--- src/rtl/adc_trig_pkg.sv ---
package adc_trig_pkg;

  typedef struct packed {
    logic ext_en;
    logic lvl_mode;
    logic pol;
    logic scan;
  } trig_ctrl_t;

  // Level seen as active under the chosen polarity.
  function automatic logic lvl_active(input logic pol, input logic s);
    return pol ? s : ~s;
  endfunction

  // Active transition between two consecutive synchronized samples.
  function automatic logic edge_seen(input logic pol, input logic cur, input logic prev);
    return pol ? (cur & ~prev) : (~cur & prev);
  endfunction

endpackage

--- src/rtl/adc_trig_sync.sv ---
module adc_trig_sync #(
  parameter int SYNC_STAGES = 2
) (
  input  logic clk,
  input  logic rst_n,
  input  logic pin_i,
  output logic sync_o,
  output logic sync_prev_o
);
  localparam int LAST = SYNC_STAGES - 1;

  logic [SYNC_STAGES-1:0] chain;
  logic                   prev_q;

  genvar g;
  generate
    for (g = 0; g < SYNC_STAGES; g++) begin : g_stage
      if (g == 0) begin : g_first
        always_ff @(posedge clk or negedge rst_n) begin
          if (!rst_n) chain[0] <= 1'b0;
          else        chain[0] <= pin_i;
        end
      end else begin : g_next
        always_ff @(posedge clk or negedge rst_n) begin
          if (!rst_n) chain[g] <= 1'b0;
          else        chain[g] <= chain[g-1];
        end
      end
    end
  endgenerate

  // One more stage holds the previous synchronized sample for edge detection.
  always_ff @(posedge clk or negedge rst_n) begin
    if (!rst_n) prev_q <= 1'b0;
    else        prev_q <= chain[LAST];
  end

  assign sync_o      = chain[LAST];
  assign sync_prev_o = prev_q;

endmodule

--- src/rtl/adc_trig_decide.sv ---
module adc_trig_decide
  import adc_trig_pkg::*;
(
  input  trig_ctrl_t ctrl_i,
  input  logic       sync_i,
  input  logic       sync_prev_i,
  input  logic       sw_start_i,
  input  logic       seq_done_i,
  input  logic       busy_i,
  output logic       edge_hit_o,
  output logic       lvl_act_o,
  output logic       launch_o,
  output logic       ovr_evt_o
);
  logic free;
  logic sw_go;
  logic edge_go;
  logic lvl_go;

  always_comb begin
    edge_hit_o = edge_seen(ctrl_i.pol, sync_i, sync_prev_i);
    lvl_act_o  = lvl_active(ctrl_i.pol, sync_i);
    // A decision point: idle, or the running sequence finishes this cycle.
    free       = ~busy_i | seq_done_i;

    sw_go   = ~ctrl_i.ext_en &
              ((sw_start_i & ~busy_i) | (busy_i & seq_done_i & ctrl_i.scan));
    edge_go = ctrl_i.ext_en & ~ctrl_i.lvl_mode & edge_hit_o & free;
    lvl_go  = ctrl_i.ext_en &  ctrl_i.lvl_mode & lvl_act_o  & free;

    launch_o  = sw_go | edge_go | lvl_go;
    ovr_evt_o = ctrl_i.ext_en & ~ctrl_i.lvl_mode & edge_hit_o & busy_i & ~seq_done_i;
  end

endmodule

--- src/rtl/adc_trig_state.sv ---
module adc_trig_state (
  input  logic clk,
  input  logic rst_n,
  input  logic launch_i,
  input  logic seq_done_i,
  input  logic ovr_evt_i,
  input  logic ovr_clr_i,
  output logic start_o,
  output logic busy_o,
  output logic ovr_o
);
  always_ff @(posedge clk or negedge rst_n) begin
    if (!rst_n) begin
      start_o <= 1'b0;
      busy_o  <= 1'b0;
      ovr_o   <= 1'b0;
    end else begin
      start_o <= launch_i;
      if (launch_i)        busy_o <= 1'b1;
      else if (seq_done_i) busy_o <= 1'b0;
      if (ovr_evt_i)       ovr_o  <= 1'b1;
      else if (ovr_clr_i)  ovr_o  <= 1'b0;
    end
  end

endmodule

--- src/rtl/adc_seq_trigger.sv ---
module adc_seq_trigger
  import adc_trig_pkg::*;
#(
  parameter int SYNC_STAGES = 2
) (
  input  logic clk,
  input  logic rst_n,
  input  logic ext_en,
  input  logic lvl_mode,
  input  logic pol,
  input  logic scan,
  input  logic trig_pin,
  input  logic sw_start,
  input  logic seq_done,
  input  logic ovr_clr,
  output logic seq_start,
  output logic busy,
  output logic ovr_flag
);
  trig_ctrl_t ctrl;
  logic       sync_now;
  logic       sync_prev;
  logic       edge_hit;
  logic       lvl_act;
  logic       launch;
  logic       ovr_evt;

  assign ctrl = '{ext_en: ext_en, lvl_mode: lvl_mode, pol: pol, scan: scan};

  adc_trig_sync #(.SYNC_STAGES(SYNC_STAGES)) u_sync (
    .clk        (clk),
    .rst_n      (rst_n),
    .pin_i      (trig_pin),
    .sync_o     (sync_now),
    .sync_prev_o(sync_prev)
  );

  adc_trig_decide u_decide (
    .ctrl_i     (ctrl),
    .sync_i     (sync_now),
    .sync_prev_i(sync_prev),
    .sw_start_i (sw_start),
    .seq_done_i (seq_done),
    .busy_i     (busy),
    .edge_hit_o (edge_hit),
    .lvl_act_o  (lvl_act),
    .launch_o   (launch),
    .ovr_evt_o  (ovr_evt)
  );

  adc_trig_state u_state (
    .clk       (clk),
    .rst_n     (rst_n),
    .launch_i  (launch),
    .seq_done_i(seq_done),
    .ovr_evt_i (ovr_evt),
    .ovr_clr_i (ovr_clr),
    .start_o   (seq_start),
    .busy_o    (busy),
    .ovr_o     (ovr_flag)
  );

endmodule

--- config.mk ---
export PLATFORM = sky130hd
export DESIGN_NAME = adc_seq_trigger
export DESIGN_NICKNAME = d
export VERILOG_FILES = /design/src/rtl/adc_trig_pkg.sv /design/src/rtl/adc_trig_sync.sv /design/src/rtl/adc_trig_decide.sv /design/src/rtl/adc_trig_state.sv /design/src/rtl/adc_seq_trigger.sv
export SDC_FILE = /design/constraint.sdc
export NUM_CORES = 1
export LEC_CHECK = 0
export ABC_AREA = 1
export BUFFER_PORTS_ARGS = -buffer_cell sky130_fd_sc_hd__clkbuf_2
export CAP_MARGIN = 25
export CORE_AREA = 2 2 39 41
export CTS_BUF_LIST = sky130_fd_sc_hd__clkbuf_16
export DETAILED_ROUTE_END_ITERATION = 6
export DIE_AREA = 0 0 41 43
export PLACE_DENSITY_LB_ADDON = 0.12
export SLEW_MARGIN = 20
export SYNTH_ARGS = -nofsm -noshare
export SYNTH_HDL_FRONTEND = slang
export SYNTH_SLANG_ARGS = --single-unit
--- constraint.sdc ---
create_clock -name clk -period 1.1 [get_ports clk]
set_input_delay 0.22 -clock clk [delete_from_list [all_inputs] [get_ports clk]]
set_output_delay 0.22 -clock clk [all_outputs]
set_load 0.005 [all_outputs]
==> metrics.log <==
INFO  metric outcome = finished clean
INFO  metric slew_headroom = slightly below 90%
INFO  metric max_cap_violations = 0
INFO  metric tightestPinTransition = approximately 0.16 ns
INFO  metric ys.warnings.count = 0
INFO  metric sinks_on_the_clock_net = 6
INFO  metric final-max-slew-violation-count = 0
INFO  metric final.hold.worst_slack = ~0.10 ns
INFO  metric ff2ff_setup_slack = about 0.26 ns
INFO  metric nets = 66
INFO  metric first_pass_drt_iterations = 4
INFO  metric growth_of_design_area_from_synthesis_to_finish = 56.90%
INFO  metric detailedPlacementHpwl = roughly 430 um
INFO  metric worst_path_max_delay_cell = dfrtp_1
INFO  metric setup_tns = 0 ns
INFO  metric critPathRequiredTime = 0.88 ns
INFO  metric cp_depth = 1
INFO  metric timing.setup.critical_path_class = reg2out
INFO  metric hold_violations = 0
INFO  metric ff_to_ff_start = u_sync.sync_o
INFO  metric layout_setup_ws = 0.1437 ns
INFO  metric buffer_ports.inserted = 12
INFO  metric synth_top_area_share = about half
INFO  metric cts_max_level = 1
INFO  metric grt_first_pass_wirelength = approximately 970 um
INFO  metric drt_drc_violations_left = 0
INFO  metric die_area = around 1800 um2
INFO  metric timing.critical_path.cells = clkbuf_2
INFO  metric setup.worst_path.end_class = output pin
INFO  metric critPathMaxFanout = 4
INFO  metric post_synth_inst_count = 38
INFO  metric fp-row-count = 14
INFO  metric setup_ws_pre_cts = around 0.26 ns
INFO  metric die_width = roughly 41 um
INFO  metric core_area = roughly 1400 um2
INFO  metric final-setup-viol-count = 0
INFO  metric first_global_vias = approximately 270
INFO  metric path_clk_slew = about 0.030 ns
INFO  metric die_y = between 40 and 50 um
INFO  metric seqCellArea = between 150 and 200 um2
INFO  metric synth_cell_type_count = 9
INFO  metric max_clock_freq = 1.046 GHz
INFO  metric drtAntennaViolNets = 0
INFO  metric grt_overflow = 0
INFO  metric detail_route.iter0.violations = 6
INFO  metric multi_input_area = between 100 and 150 um2
INFO  metric timing.critical_path.slowest_cell_delay = a little under 0.4 ns
INFO  metric hold_path.class = in2reg
INFO  metric worstSkewPairLatency = approximately 0.23 ns
INFO  metric gp_congestion = 0.7156
INFO  metric critPathTopFamily = flip-flops
INFO  metric routed-via-count = 271
INFO  metric via_density_per_instance = roughly 3.9
INFO  metric min_path_cells = 1
INFO  metric timing.critical_path.buf_inv = 1
INFO  metric yosysTopAreaCell = dfrtp_1
INFO  metric grt_max_degree = 7
INFO  metric totalWireLength = ~540 um
INFO  metric routed_wire_length_per_instance = around 7.8 um
INFO  metric fillCellCount = ~150
INFO  metric static-leakage-power = 0.0002689 uW
INFO  metric num_io_pins = 13
INFO  metric final_layout_size_suffix_gt1_share = about a third
INFO  metric setup.worst_path.start_class = flop
INFO  metric clock_skew = 0.001468 ns
INFO  metric synth_seq_cells = 6
INFO  metric minimum_clock_period_after_layout = roughly 0.96 ns
INFO  metric cts-buffers-inserted = 3
INFO  metric avgSynthCellArea = 7.639 um2
INFO  metric r2r-end = u_state.ovr_o
INFO  metric numPlacedInstances = 66
INFO  metric maximum_buffer_depth_of_the_clock_tree = 2
INFO  metric top_area_cells_in_the_synthesized_netlist = dfrtp_1, nand2_1, inv_1, nand3_1, nand4_1
INFO  metric initial_cell_density_of_the_core = about a fifth
INFO  metric hold_end = u_sync.chain[0]
INFO  metric cts.root.buffer_cell = clkbuf_16
INFO  metric ys_seq_area_share = around half
INFO  metric finish.cell_count_without_fillers = 70
INFO  metric track_usage = under 10%
INFO  metric post_syn_nets = 48
INFO  metric crit_arrival = 0.74 ns
INFO  metric antenna_found_initial = 0
INFO  metric rsz_0062_raised_after_global_routing = no
INFO  metric min_period_over_period = ~87%
INFO  metric synthesis.area = a little under 300 um2
INFO  metric power.ir.vdd_worst = approximately 0.73 mV
INFO  metric insertedDiodeCount = 0
INFO  metric hold_start = trig_pin
INFO  metric cellPowerDensity = ~2000 nW/um2
INFO  metric power.total = slightly above 900 uW
INFO  metric worst-r2r-cell-count = 5
INFO  metric tritoncts = done
INFO  metric cp-startpoint = u_state.busy_o
==> report_power, final <==
| group | internal (uW) | switching, uW | total, uW |
|---|---|---|---|
| sequential | 242 | 11.8 | 254 |
| clock | 465 | 112 | 577 |
| combinational | 41.9 | 48.2 | 90.1 |
| total | 749 | 172 | 921 |
==> per-layer routing <==
metal / track usage, % / up-vias / wire length (um)
met5: 0 / - / 0
met4: 6.000 / 0 / 0
met3: 3.141 / 0 / 37
met2: 10.63 / 6 / 249
met1: 11.15 / 120 / 256
li1: - / 145 / -
==> cell type report <==
cell class,instances,share of cell area (%)
flip-flops and latches,6,32.97
well taps,16,4.396
repair buffers,13,15.38
inverters,10,8.242
clock buffers,3,16.48
multi-input cells,22,22.53
==> sequential cells by signal, indices dropped and copies added, names as in the netlist <==
name,cells
u_state.start_o,1
u_sync.chain,1
u_sync.sync_prev_o,1
u_state.ovr_o,1
u_state.busy_o,1
u_sync.sync_o,1
==> logic make-up after synthesis <==
| logic type | share of synthesized area [%] |
|---|---|
| AO/OA/AOI/OAI | 3.018 |
| flip-flops | 51.72 |
| buffers and inverters | 12.93 |
| AND/OR/NAND/NOR | 32.33 |
==> metrics by stage <==
stage	utilization, %	cell area (um2)
5_1_grt	32.91	455.4
4_1_cts	32.91	455.4
2_1_floorplan	-	290.3
3_3_place_gp	26.76	370.4
6_report	32.91	455.4
3_5_place_dp	26.76	370.4
==> Yosys cell counts <==
cell type and instances:
inv_1 10, nor2_1 1, dfrtp_1 6, nand4_1 2, nand3_1 4, nand2_2 1
o21ai_2 1, nand2_1 12, nor2_2 1
==> repair_timing <==
action | CTS | global route
resized for setup | 0 | 0
buffers inserted | 0 | 0
endpoints found under the hold margin | 6 | 0
hold buffers | 1 | 0
==> worst reg2reg max path, stage by stage (launching register included) <==
cell and delay, ns:
dfrtp_1 0.39, inv_1 0.07, nand2_1 0.05, nand2_1 0.08
nand2_2 0.07, o21ai_2 0.11
==> worst max path at each step <==
stage                                end  slack (ns)
after global placement    u_state.busy_o        0.24
after detailed placement  u_state.busy_o        0.26
after global routing                busy        0.11
final                               busy        0.14
after CTS                           busy        0.14
after floorplan           u_state.busy_o        0.30
==> cell usage in the layout (no fill, tap or decap) <==
cell type / netlist / final
nand4_1: 2 / 2
inv_1: 10 / 10
nor2_2: 1 / 1
nand3_1: 4 / 4
dfrtp_1: 6 / 6
nand2_1: 12 / 12
dlygate4sd3_1: 0 / 1
o21ai_2: 1 / 1
nand2_2: 1 / 1
nor2_1: 1 / 1
clkbuf_16: 0 / 3
clkbuf_2: 0 / 12
Power figures use the tool's default switching activity.
